File: src/rtl/notif_pkg.sv
package notif_pkg;
  localparam logic [7:0] OFS_IRQ_EN  = 8'h00;
  localparam logic [7:0] OFS_PEND    = 8'h40;
  localparam logic [7:0] OFS_SEL     = 8'h60;
  localparam logic [7:0] OFS_ADR_LO  = 8'h80;
  localparam logic [7:0] OFS_ADR_HI  = 8'h84;
  localparam logic [7:0] OFS_FW_CTL  = 8'hC0;
  localparam logic [7:0] OFS_FW_PERM = 8'hC4;
  localparam logic [7:0] OFS_REDIR   = 8'hC8;
  localparam int FW_EN_BIT   = 17;
  localparam int REDIR_MASK  = 0;
  localparam int REDIR_STICK = 1;
  localparam int DW = 32;
endpackage

File: src/rtl/notif_fw_gate.sv
module notif_fw_gate #(
  parameter int N_MASTERS = 32,
  parameter int MID_W = 5
) (
  input  logic                 fw_en,
  input  logic [N_MASTERS-1:0] perm,
  input  logic [MID_W-1:0]     master,
  output logic                 wr_ok
);
  logic granted;
  always_comb begin
    granted = 1'b0;
    for (int m = 0; m < N_MASTERS; m++) begin
      if (master == MID_W'(m)) granted = perm[m];
    end
    wr_ok = !fw_en || granted;
  end
endmodule

File: src/rtl/notif_base_lookup.sv
module notif_base_lookup #(
  parameter int N_MON = 9,
  parameter logic [63:0] MON_BASE = 64'h0000_0023_0C00_0000,
  parameter logic [63:0] MON_STRIDE = 64'h0000_0000_0001_0000
) (
  input  logic [31:0] sel,
  output logic [63:0] base_addr
);
  logic        single;
  logic [63:0] hit_addr [N_MON];

  assign single = (sel != 32'd0) && ((sel & (sel - 32'd1)) == 32'd0);

  for (genvar g = 0; g < N_MON; g++) begin : g_mon
    localparam logic [63:0] ADDR_G = MON_BASE + MON_STRIDE * 64'(g);
    assign hit_addr[g] = sel[g] ? ADDR_G : 64'd0;
  end

  always_comb begin
    base_addr = 64'd0;
    if (single) begin
      for (int i = 0; i < N_MON; i++) base_addr = base_addr | hit_addr[i];
    end
  end
endmodule

File: src/rtl/notif_irq_combine.sv
module notif_irq_combine #(
  parameter int N_MON = 9
) (
  input  logic             clk,
  input  logic             rst,
  input  logic [N_MON-1:0] pend,
  input  logic [N_MON-1:0] en,
  input  logic             extra,
  output logic             irq
);
  always_ff @(posedge clk) begin
    if (rst) irq <= 1'b0;
    else     irq <= (|(pend & en)) | extra;
  end
endmodule

File: src/rtl/fabric_err_notifier.sv
module fabric_err_notifier
  import notif_pkg::*;
#(
  parameter int N_MON = 9,
  parameter int N_MASTERS = 32,
  parameter int ADDR_W = 8,
  parameter logic [63:0] MON_BASE = 64'h0000_0023_0C00_0000,
  parameter logic [63:0] MON_STRIDE = 64'h0000_0000_0001_0000,
  localparam int MID_W = (N_MASTERS > 1) ? $clog2(N_MASTERS) : 1
) (
  input  logic              clk,
  input  logic              rst,
  input  logic              bus_valid,
  input  logic              bus_write,
  input  logic [ADDR_W-1:0] bus_addr,
  input  logic [31:0]       bus_wdata,
  input  logic [MID_W-1:0]  bus_master,
  output logic [31:0]       bus_rdata,
  output logic              bus_rvalid,
  input  logic [N_MON-1:0]  mon_pending,
  input  logic              inband_fault,
  output logic              sync_err,
  output logic              irq
);
  logic [N_MON-1:0]     en_q;
  logic [31:0]          sel_q;
  logic                 fw_en_q;
  logic [N_MASTERS-1:0] perm_q;
  logic                 redir_mask_q;
  logic                 sticky_q;

  logic        wr_ok;
  logic        wr_acc;
  logic [63:0] sel_base;
  logic [31:0] rd_mux;

  function automatic logic hit(input logic [ADDR_W-1:0] a, input logic [7:0] ofs);
    return a == ADDR_W'(ofs);
  endfunction

  notif_fw_gate #(.N_MASTERS(N_MASTERS), .MID_W(MID_W)) fw_i (
    .fw_en (fw_en_q),
    .perm  (perm_q),
    .master(bus_master),
    .wr_ok (wr_ok)
  );

  notif_base_lookup #(.N_MON(N_MON), .MON_BASE(MON_BASE), .MON_STRIDE(MON_STRIDE)) lk_i (
    .sel      (sel_q),
    .base_addr(sel_base)
  );

  notif_irq_combine #(.N_MON(N_MON)) ic_i (
    .clk  (clk),
    .rst  (rst),
    .pend (mon_pending),
    .en   (en_q),
    .extra(sticky_q),
    .irq  (irq)
  );

  assign wr_acc = bus_valid && bus_write && wr_ok;

  always_ff @(posedge clk) begin
    if (rst) begin
      en_q         <= '0;
      sel_q        <= '0;
      fw_en_q      <= 1'b0;
      perm_q       <= '0;
      redir_mask_q <= 1'b0;
    end else if (wr_acc) begin
      if (hit(bus_addr, OFS_IRQ_EN))  en_q    <= bus_wdata[N_MON-1:0];
      if (hit(bus_addr, OFS_SEL))     sel_q   <= bus_wdata;
      if (hit(bus_addr, OFS_FW_CTL))  fw_en_q <= bus_wdata[FW_EN_BIT];
      if (hit(bus_addr, OFS_FW_PERM)) perm_q  <= bus_wdata[N_MASTERS-1:0];
      if (hit(bus_addr, OFS_REDIR))   redir_mask_q <= bus_wdata[REDIR_MASK];
    end
  end

  always_ff @(posedge clk) begin
    if (rst) begin
      sticky_q <= 1'b0;
      sync_err <= 1'b0;
    end else begin
      sync_err <= inband_fault && !redir_mask_q;
      if (inband_fault && redir_mask_q)
        sticky_q <= 1'b1;
      else if (wr_acc && hit(bus_addr, OFS_REDIR) && bus_wdata[REDIR_STICK])
        sticky_q <= 1'b0;
    end
  end

  always_comb begin
    rd_mux = 32'd0;
    if (hit(bus_addr, OFS_IRQ_EN))  rd_mux[N_MON-1:0] = en_q;
    if (hit(bus_addr, OFS_PEND))    rd_mux[N_MON-1:0] = mon_pending;
    if (hit(bus_addr, OFS_SEL))     rd_mux = sel_q;
    if (hit(bus_addr, OFS_ADR_LO))  rd_mux = sel_base[31:0];
    if (hit(bus_addr, OFS_ADR_HI))  rd_mux = sel_base[63:32];
    if (hit(bus_addr, OFS_FW_CTL))  rd_mux[FW_EN_BIT] = fw_en_q;
    if (hit(bus_addr, OFS_FW_PERM)) rd_mux[N_MASTERS-1:0] = perm_q;
    if (hit(bus_addr, OFS_REDIR)) begin
      rd_mux[REDIR_MASK]  = redir_mask_q;
      rd_mux[REDIR_STICK] = sticky_q;
    end
  end

  always_ff @(posedge clk) begin
    if (rst) begin
      bus_rdata  <= 32'd0;
      bus_rvalid <= 1'b0;
    end else begin
      bus_rvalid <= bus_valid && !bus_write;
      if (bus_valid && !bus_write) bus_rdata <= rd_mux;
    end
  end
endmodule

File: config.mk
export PLATFORM = sky130hd
export DESIGN_NAME = fabric_err_notifier
export DESIGN_NICKNAME = d
export VERILOG_FILES = /design/src/rtl/notif_pkg.sv /design/src/rtl/notif_fw_gate.sv /design/src/rtl/notif_base_lookup.sv /design/src/rtl/notif_irq_combine.sv /design/src/rtl/fabric_err_notifier.sv
export SDC_FILE = /design/constraint.sdc
export NUM_CORES = 1
export LEC_CHECK = 0
export ABC_AREA = 1
export BUFFER_PORTS_ARGS = -buffer_cell sky130_fd_sc_hd__buf_2
export CAP_MARGIN = 30
export CORE_ASPECT_RATIO = 0.7
export CORE_MARGIN = 2
export CORE_UTILIZATION = 40
export DETAILED_ROUTE_END_ITERATION = 6
export HOLD_SLACK_MARGIN = 0.1
export PLACE_DENSITY = 0.62
export SLEW_MARGIN = 20
export SYNTH_ARGS = -nofsm -noshare
export SYNTH_HDL_FRONTEND = slang
export SYNTH_SLANG_ARGS = --single-unit
File: constraint.sdc
create_clock -name clk -period 3.3 [get_ports clk]
set_input_delay 0 -clock clk [delete_from_list [all_inputs] [get_ports clk]]
set_output_delay 0 -clock clk [all_outputs]
set_load 0.005 [all_outputs]
[After elaboration in Yosys (flattened, before gate mapping)]
Index checks and enable logic that the tools add are counted.
Storage, ports and cells
  register bits: 111
  input port bits: 59
  output and inout bits: 35
  logic and storage cells: 135
Cells by class
  $add $sub $neg: 1
  eq/ne operators: 38
  mux-type cells: 52
  bitwise logic cells: 11
  reductions and logical operators: 23
Operator list (count)
  OR 64 bit: 8
  two-way mux 38 bit: 9
  two-way mux 32 bit: 4
  equality test 5 bit (second input constant): 16
  two-way mux 64 bit: 1
  equality test 5 x 4 -> 1 bit (second input constant): 8
  equality test 8 bit (second input constant): 5
  two-way mux 1 bit: 35
  bitwise AND 32 bit: 1
  logical NOT 32 bit: 1
  nonzero test 32 bit: 1
  subtractor 32 x 1 -> 32 bit (second input constant): 1
  equality test 5 x 3 -> 1 bit (second input constant): 4
  two-way mux 9 bit: 2
  equality test 8 x 7 -> 1 bit (second input constant): 2
  equality test 5 x 2 -> 1 bit (second input constant): 2
  AND reduction 2 bit: 5
  bitwise AND 9 bit: 1
  OR reduction 9 bit: 1
  logical AND 1 bit: 8
  logical NOT 8 bit: 1
  equality test 5 x 1 -> 1 bit (second input constant): 1
  logical NOT 5 bit: 1
  logical NOT 1 bit: 3
  4 further kinds: 4

[Logic depth before layout (Yosys ltp)]
Gate-level depths: netlist of the first run.
  word-level depth: 39
  gate-level depth with buffers: 25
  depth with buffers taken out: 24

[Cells and area by module]
A second synthesis of the first run with hierarchy kept.
Second synthesis, totals
  cell total of the unflattened synthesis: 1074
  area total of the unflattened synthesis: 6859.1 sq um
By module, submodules not included
  fabric_err_notifier: times used 1, cells an instance 717, area an instance 5073.6 sq um, sequential area each 2202.1 sq um
  notif_base_lookup: times used 1, cells an instance 236, area an instance 1204.9 sq um, sequential area each 0.0 sq um
  notif_fw_gate: times used 1, cells an instance 98, area an instance 476.7 sq um, sequential area each 0.0 sq um
  notif_irq_combine: times used 1, cells an instance 23, area an instance 103.8 sq um, sequential area each 20.0 sq um

[Least setup slack after synthesis of the first run]
Ideal clock, no wire load.
  path kind: flip-flop to flip-flop
  start: reg sel_q[0]
  end: reg bus_rdata[5]
  library setup time: 0.070 ns
  arrival: 2.362 ns
  required time: 3.230 ns
  path slack: 0.868 ns
  stages on the path, launching flop included: 21
  path buffers: 0
  period minus slack after synthesis: 2.432 ns
  path through: dfxtp_1 -> nor2_4 -> nand3_2 -> nor2_4 -> nand2_2 -> nor3_2 -> nand2_1 -> nor2_2 -> nand3_2 -> nor2_2 -> nand2_1 -> nand2_1 -> nand2_1 -> nor4_2 -> nand2_1 -> a21oi_2 -> and2_2 -> nor3_1 -> nor2_1 -> o21ai_1 -> a21oi_1
Between the ends
  longest elaborated chain between the ends: 12
  elaborated cells between the ends (all ways): 18
  classes of those cells: add/sub: 1; mux: 5; bitwise: 9; reduce/logical: 3
Ends and longest elaborated chain
  start, declared: line fabric_err_notifier.sv:26  | logic [31:0] sel_q;
  start signal, assigned: line fabric_err_notifier.sv:73  | if (hit(bus_addr, OFS_SEL)) sel_q <= bus_wdata;
  parallel branches: the longest is 9 deep, another holds subtractor 32 x 1 -> 32 bit
  two-way mux 64 bit (*): line notif_base_lookup.sv:21  | if (single) begin
  two-way mux 32 bit (*): line fabric_err_notifier.sv:99  | if (hit(bus_addr, OFS_ADR_HI)) rd_mux = sel_base[63:32];
  two-way mux 32 bit (*): line fabric_err_notifier.sv:101  | if (hit(bus_addr, OFS_FW_PERM)) rd_mux[N_MASTERS-1:0] = perm_q;
  end signal, assigned: line fabric_err_notifier.sv:114  | if (bus_valid && !bus_write) bus_rdata <= rd_mux;
  end, declared: line fabric_err_notifier.sv:18  | output logic [31:0] bus_rdata,
Mark *: on every way between the ends.
A chain may end at the register's enable or synchronous reset.

[Worst setup path in the final report of the first run]
  start: reg sel_q[2]
  end: reg bus_rdata[1]
Between the ends
  longest elaborated chain between the ends: 12
  elaborated cells between the ends (all ways): 18
  classes of those cells: add/sub: 1; mux: 6; bitwise: 8; reduce/logical: 3
Ends and longest elaborated chain
  parallel branches: the longest is 8 deep, another holds subtractor 32 x 1 -> 32 bit
  two-way mux 64 bit (*): line notif_base_lookup.sv:21
  two-way mux 32 bit (*): line fabric_err_notifier.sv:99
  two-way mux 32 bit (*): line fabric_err_notifier.sv:101
  two-way mux 2 bit (*): line fabric_err_notifier.sv:102  | if (hit(bus_addr, OFS_REDIR)) begin
Marks and branches as above.

==> impl_results.md, run 1 <==
* Hold path depth at 5
* Worst Hold Class: primary input to flip-flop
* Peak VDD IR at between 200 and 250 µV
* Ports at 94
* Synth top area cells: dfxtp_1 (34%), inv_1 (13%), nand2_1 (12%), nand4_1 (9.7%), nor2_1 (8.3%)
* Worst Skew at between 0.007 and 0.008 ns
* Detail Route Antenna Nets at 0
* Clock tree buffer depth at 2
* Actual slew at the worst max-slew pin at between 0.8 and 0.9 ns
* Setup crit end kind: flip-flop
* Row count at 38
* Fill count at between 1500 and 2000
* Worst EP arrival at about 3.3 ns
* Largest net degree at the start of global routing at ~50
* Rel. slew slack at a little over two fifths
* DRC Markers at 0
* Pre-CTS WS at ~0.39 ns
* Initial Util at between 40 and 50%
* Post-Route WL at approximately 22000 µm
* I/O Buffers at a little over 90
* Die area at about 17000 µm²
* Vias per std cell at approximately 5.2
* LEAKAGE at about 3.9 nW
* GPL Wtd Cong at ~0.93
* Reg2reg end: bus_rdata[1]
* First DRT Iteration DRCs at 764
* Final Cell Area at 7880 µm²
* Max-cap violations at 0
* Final hold viol count at 0
* Max-slew violations at 0
* Crit start category: flip-flop
* Gr usage total at 26.3%
* Clk slew on worst S/H paths at about 0.08 ns
* Post-Synthesis Cells at a little over 1000
* Min Clock Period, post-route at slightly below 3 ns
* Post-synth top area cell: dfxtp_1
* H-tree depth at 3
* Clock Sinks at about 110
* Finish-stage setup viols at 0
* Cell Chain, Critical Path: inv_1, nand3_2, nor2_4, nand2_2, nor3_2, nand2_1, nor2_2, nand3_2, nor2_2, nor2_1, nor2_1, nand3_1, nor4_2, nand2_1, a21oi_2, and2_2, o22ai_1, o21ai_1, nand2_1, a21oi_1
* CP Max Fanout at 4
* Register area share after synthesis at 34.4%
* Highest Clock Rate at ~340 MHz
* Setup TNS at 0 ns
* Antenna Cells at 0
* Initial antenna violation count at 0
* Die height at approximately 110 µm
* Worst setup margin at approximately 0.32 ns
* Vias in the first global route at 6405
* Hold EP: bus_rdata[0]
* Slowest Stage Delay on Critical Path at about 0.34 ns
* Synth Area per Inst at 6.29 µm²
* Power per Cell Area at roughly 350 nW/µm²
* Drt first pass iters at 5
* RSZ-0062 raised after global routing: no
* Share of cells above drive strength 1 at 13.8%
* CTS Root Cell: clkbuf_16
* DR vias at a little over 7000
* Yosys reg bits at between 100 and 150
* Status: finished clean
* WP buf/inv at 1
* Grt total ovfl at 0
* Most frequent cells in the layout: inv_1 (225), nand2_1 (210), nor2_1 (140)
* Hold Crit Start: bus_addr[3]
* Final HPWL DP at around 16000 µm
* Worst skew pair latency at approximately 0.36 ns
* R2r setup slk at about 0.32 ns
* Area share of the largest cell type after synthesis at about a third
* CTS tree: built
* Area Growth Syn to Fin at 22.1%
* Die width at 156 µm
* Number of CTS-inserted buffers at 9
* CP delay by family, top: simple AND/OR/NAND/NOR gates
* DP Area at 7120 µm²
* Critical setup path kind: flip-flop to flip-flop
* Req. time, crit path at 3.59 ns
* Slowest-stage cell, CP: dfxtp_1
* Fin nets at 1197
* Post-DR wirelength/cell at between 15 and 20 µm
* First-pass GRT wire length at roughly 35000 µm
* Synth warnings at 0
* Commonest non-fill, non-tap cell in the layout: inv_1
* Tcrit/Tclk final at around 90%
* Mapped Area at between 6000 and 7000 µm²
* Core area at 15600 µm²
* Synth cell types at 41
* Syn nets at ~1100
* Worst r2r path cells at 20
* Critical R2R Launch: sel_q[2]
* Most Frequent Cell on Critical Path: nand2_1
-- worst max path at each step --
stage | from | to | slack [ns] | depth (start not counted)
floorplan | sel_q[0] | bus_rdata[5] | 0.87 | 20
global placement | sel_q[2] | bus_rdata[1] | 0.41 | 18
detailed placement | sel_q[4] | bus_rdata[1] | 0.39 | 20
CTS | sel_q[4] | bus_rdata[5] | 0.36 | 20
global route | sel_q[0] | bus_rdata[0] | 0.01 | 20
finish | sel_q[2] | bus_rdata[1] | 0.32 | 20
-- worst reg2reg max path: cells and delay by family (launching register included) --
family          cells  cell delay (ns)
simple gates       15             1.93
compound gates      4             0.49
flops               1             0.34
buf+inv             1             0.14
-- cell usage after synthesis --
| master | instances |
|---|---|
| nor2_2 | 5 |
| a211oi_1 | 1 |
| o41ai_1 | 1 |
| a21boi_0 | 1 |
| a22o_1 | 3 |
| nor3_2 | 1 |
| nor2_4 | 3 |
| a31o_2 | 1 |
| and2_2 | 1 |
| o22ai_1 | 3 |
| buf_2 | 12 |
| nand4_4 | 1 |
| a31oi_1 | 6 |
| nand4_1 | 100 |
| nand3_1 | 30 |
| nor2_1 | 142 |
| a2111oi_0 | 1 |
| clkbuf_1 | 36 |
| nand2_2 | 1 |
| a41oi_1 | 1 |
| o2111ai_1 | 1 |
| a21oi_1 | 12 |
| o211ai_1 | 14 |
| a21oi_2 | 1 |
| clkinv_1 | 9 |
| a221oi_1 | 14 |
| inv_2 | 4 |
| o21ai_1 | 4 |
| a2111oi_2 | 1 |
| o32ai_1 | 1 |
| nor3_1 | 8 |
| inv_1 | 225 |
| nor4_1 | 3 |
| buf_1 | 9 |
| nand3_2 | 3 |
| nand2_1 | 210 |
| nor3_4 | 1 |
| o221ai_1 | 20 |
| nor4_2 | 2 |
| dfxtp_1 | 111 |
| o21ai_0 | 23 |
-- cells by family after synthesis --
kind of cell / Yosys count / synth area share (%)
and+or+nand+nor: 511 / 36.2
buffers and inverters: 295 / 17.4
AOI/OAI and AO/OA: 109 / 12.0
DFF: 111 / 34.4
-- through the flow --
| stage | util [%] | cells | total power [mW] | hold slack [ns] |
|---|---|---|---|---|
| final | 50.4 | 1343 | 2.76 | 0.145 |
| after global routing | 50.4 | 1343 | 2.85 | 0.222 |
| after CTS | 50.3 | 1342 | 2.78 | 0.142 |
| after detailed placement | 45.5 | 1281 | 1.66 | 0.242 |
| after global placement | 45.5 | 1281 | 1.66 | 0.240 |
| after floorplan | - | 1026 | 1.54 | 0.123 |
-- where the power goes --
part	total [mW]	leakage [nW]	internal, mW	switching, mW
clock network	1.09	0.138	0.560	0.533
logic	0.299	2.83	0.123	0.176
registers	1.37	0.899	1.36	0.0121
-- sequential cells by signal, indices dropped and copies added (netlist names) --
register      count
sticky_q          1
en_q              9
ic_i.irq          1
redir_mask_q      1
sync_err          1
bus_rdata        32
fw_en_q           1
sel_q            32
bus_rvalid        1
perm_q           32
-- final cells by class --
cell class	instances	area [µm²]	share of cell area [%]
clock inverter	5	41.3	0.524
clock buffer	11	253	3.21
timing repair buffer	158	1090	13.8
sequential	111	2220	28.2
tap	200	250	3.18
inverter	238	893	11.3
multi-input combinational	620	3130	39.7
-- timing repair --
item                       in CTS  in global routing
setup endpoints to repair       0                  1
hold buffers                   45                  0
buffers inserted                0                  1
hold endpoints to repair       93                  0
resized for setup               0                  1
-- per-layer routing --
metal | global-route usage, % | vias to the layer above | routed length (µm)
met3 | 7.23 | 42 | 2310
met1 | 37.2 | 3179 | 10300
li1 | - | 3507 | -
met2 | 39.8 | 314 | 9240
met4 | 6.09 | 0 | 435
met5 | 0 | - | 0
Note: power is estimated with default switching activity, not from simulation.
==> run 2, diff against run 1 <==
==> constraint.sdc (replaced) <==
create_clock -name clk -period 2.9 [get_ports clk]
set_input_delay 0 -clock clk [delete_from_list [all_inputs] [get_ports clk]]
set_output_delay 0 -clock clk [all_outputs]
set_load 0.005 [all_outputs]
==> impl_results.md, run 2 (synthesis gave the netlist of run 1 again) <==
* Rel. slew slack at around 57%
* Vias in the first global route at 6580
* Fin Hold WS at 0.152 ns
* Clk slew on worst S/H paths at 0.08 ns
* Sw Ratio at about a quarter
* Setup crit end: bus_rdata[1]
* I/O Buffers at a little over 90
* Worst skew pair latency at around 0.36 ns
* Ports at 94
* Die height at between 100 and 150 µm
* Worst setup margin at between 0.1 and 0.15 ns
* CTS tree: built
* Antenna Cells at 0
* Row count at 38
* Final hold viol count at 0
* Cell Int Power at 2.37 mW
* Die area at approximately 17000 µm²
* First-pass GRT wire length at 35100 µm
* RSZ-0062 raised after global routing: yes
* Grt total ovfl at 0
* R2r setup slk at about 0.14 ns
* Critical R2R Launch: sel_q[0]
* Share of cells above drive strength 1 at around 15%
* Core area at between 15000 and 20000 µm²
* Pre-CTS WS at between 0.09 and 0.1 ns
* Fill count at about 1600
* Actual slew at the worst max-slew pin at 0.638 ns
* Min Clock Period, post-route at approximately 2.8 ns
* Vias per std cell at 5.32
* Max-slew violations at 0
* Hold path depth at 5
* Drt first pass iters at 5
* CP Max Fanout at 4
* Comb pwr share at a little over a tenth
* Fin nets at between 1000 and 1500
* Crit start category: flip-flop
* DRC Markers at 0
* Worst Skew at about 0.014 ns
* Clock Sinks at 111
* Worst EP arrival at 3.06 ns
* Detail Route Antenna Nets at 0
* Largest net degree at the start of global routing at ~110
* Status: finished clean
* Filler-free cell count of the finished design at approximately 1300
* Sw power at 834 µW
* Area Growth Syn to Fin at 24.3%
* Power per Cell Area at 399 nW/µm²
* Initial antenna violation count at 0
* Initial Util at between 40% and 50%
* Worst r2r path cells at 18
* Final HPWL DP at 15700 µm
* CTS Root Cell: clkbuf_16
* Most frequent cells in the layout: inv_1 (224), nand2_1 (208), nor2_1 (138)
* Post-DR wirelength/cell at 16.7 µm
* Critical setup path kind: flip-flop to flip-flop
* Highest Clock Rate at 362 MHz
* Req. time, crit path at 3.20 ns
* DR vias at around 7200
* Sequential power share at 48.7%
* Number of CTS-inserted buffers at 9
* Biggest registers after layout: bus_rdata (32), perm_q (32), sel_q (32)
* Reg2reg end: bus_rdata[1]
* Finish-stage setup viols at 0
* Peak VDD IR at 248 µV
* LEAKAGE at a little under 4 nW
* Worst Hold Class: primary input to flip-flop
* Post-Route WL at 22500 µm
* GPL Wtd Cong at slightly above 0.9
* First DRT Iteration DRCs at approximately 710
* Commonest non-fill, non-tap cell in the layout: inv_1
* Final core occ at between 50% and 60%
* Gr usage total at 26.6%
* Setup TNS at 0 ns
* Die width at roughly 160 µm
* Setup crit end kind: flip-flop
* CP startpoint: sel_q[0]
* Max-cap violations at 0
* Tcrit/Tclk final at a little over nine tenths
* H-tree depth at 3
* Clock tree buffer depth at 2
* Clock share of power at about two fifths
* Placed cells at 1285
-- run 2: power groups by stage --
stage,Sequential [mW],Clock [mW],Combinational [mW]
global placement,1.60,0,0.292
detailed placement,1.60,0,0.293
floorplan,1.60,0,0.159
CTS,1.56,1.32,0.337
finish,1.56,1.29,0.350
global route,1.56,1.37,0.382
-- run 2: per-layer routing --
metal	part of all wire [%]	GRT usage [%]	vias to the layer above
li1	-	-	3522
met1	46	37.2	3233
met2	41	38.7	344
met3	10	7.90	63
met4	2.9	9.44	0
met5	0	0	-
-- run 2: what timing repair did --
action | CTS | global route
resized for setup | 0 | 24
setup endpoints to repair | 0 | 9
hold buffers | 43 | 0
buffers inserted | 0 | 2
hold endpoints to repair | 95 | 0
-- run 2: layout make-up --
cell class              count  area [µm²]  share of cell area, %
clock buffers               9         225                   2.81
inverters                 238         893                   11.1
well taps                 200         250                   3.12
flip-flops and latches    111        2220                   27.7
repair buffers            162        1140                   14.2
clock inverters             7        78.8                  0.983
multi-input cells         620        3210                   40.0
-- run 2: through the flow --
step | total power, mW | instance area [µm²]
6_report | 3.20 | 8020
4_1_cts | 3.22 | 7900
3_3_place_gp | 1.89 | 7170
2_1_floorplan | 1.76 | 6450
3_5_place_dp | 1.89 | 7170
5_1_grt | 3.32 | 8020
-- run 2: critical path, cell delays in order (launching register included) --
cell	delay [ns]
dfxtp_2	0.34
nor2_4	0.14
nand3_4	0.10
nor2_4	0.14
nand2_4	0.09
nor3_4	0.24
nand3_2	0.11
nor2_2	0.19
nand2_1	0.07
o21ai_1	0.13
nand2_1	0.10
nor4_4	0.24
nand2_2	0.13
a21oi_4	0.16
and2_4	0.18
o22ai_1	0.06
o21ai_1	0.10
nand2_1	0.08
a21oi_1	0.11
-- run 2: worst min-delay path by stage --
stage,start,end,slack (ns)
floorplan,inband_fault,sync_err,0.12
global placement,inband_fault,sync_err,0.24
detailed placement,inband_fault,sync_err,0.24
CTS,bus_addr[3],bus_rdata[0],0.13
global route,bus_addr[3],bus_rdata[0],0.17
finish,bus_addr[3],bus_rdata[0],0.15
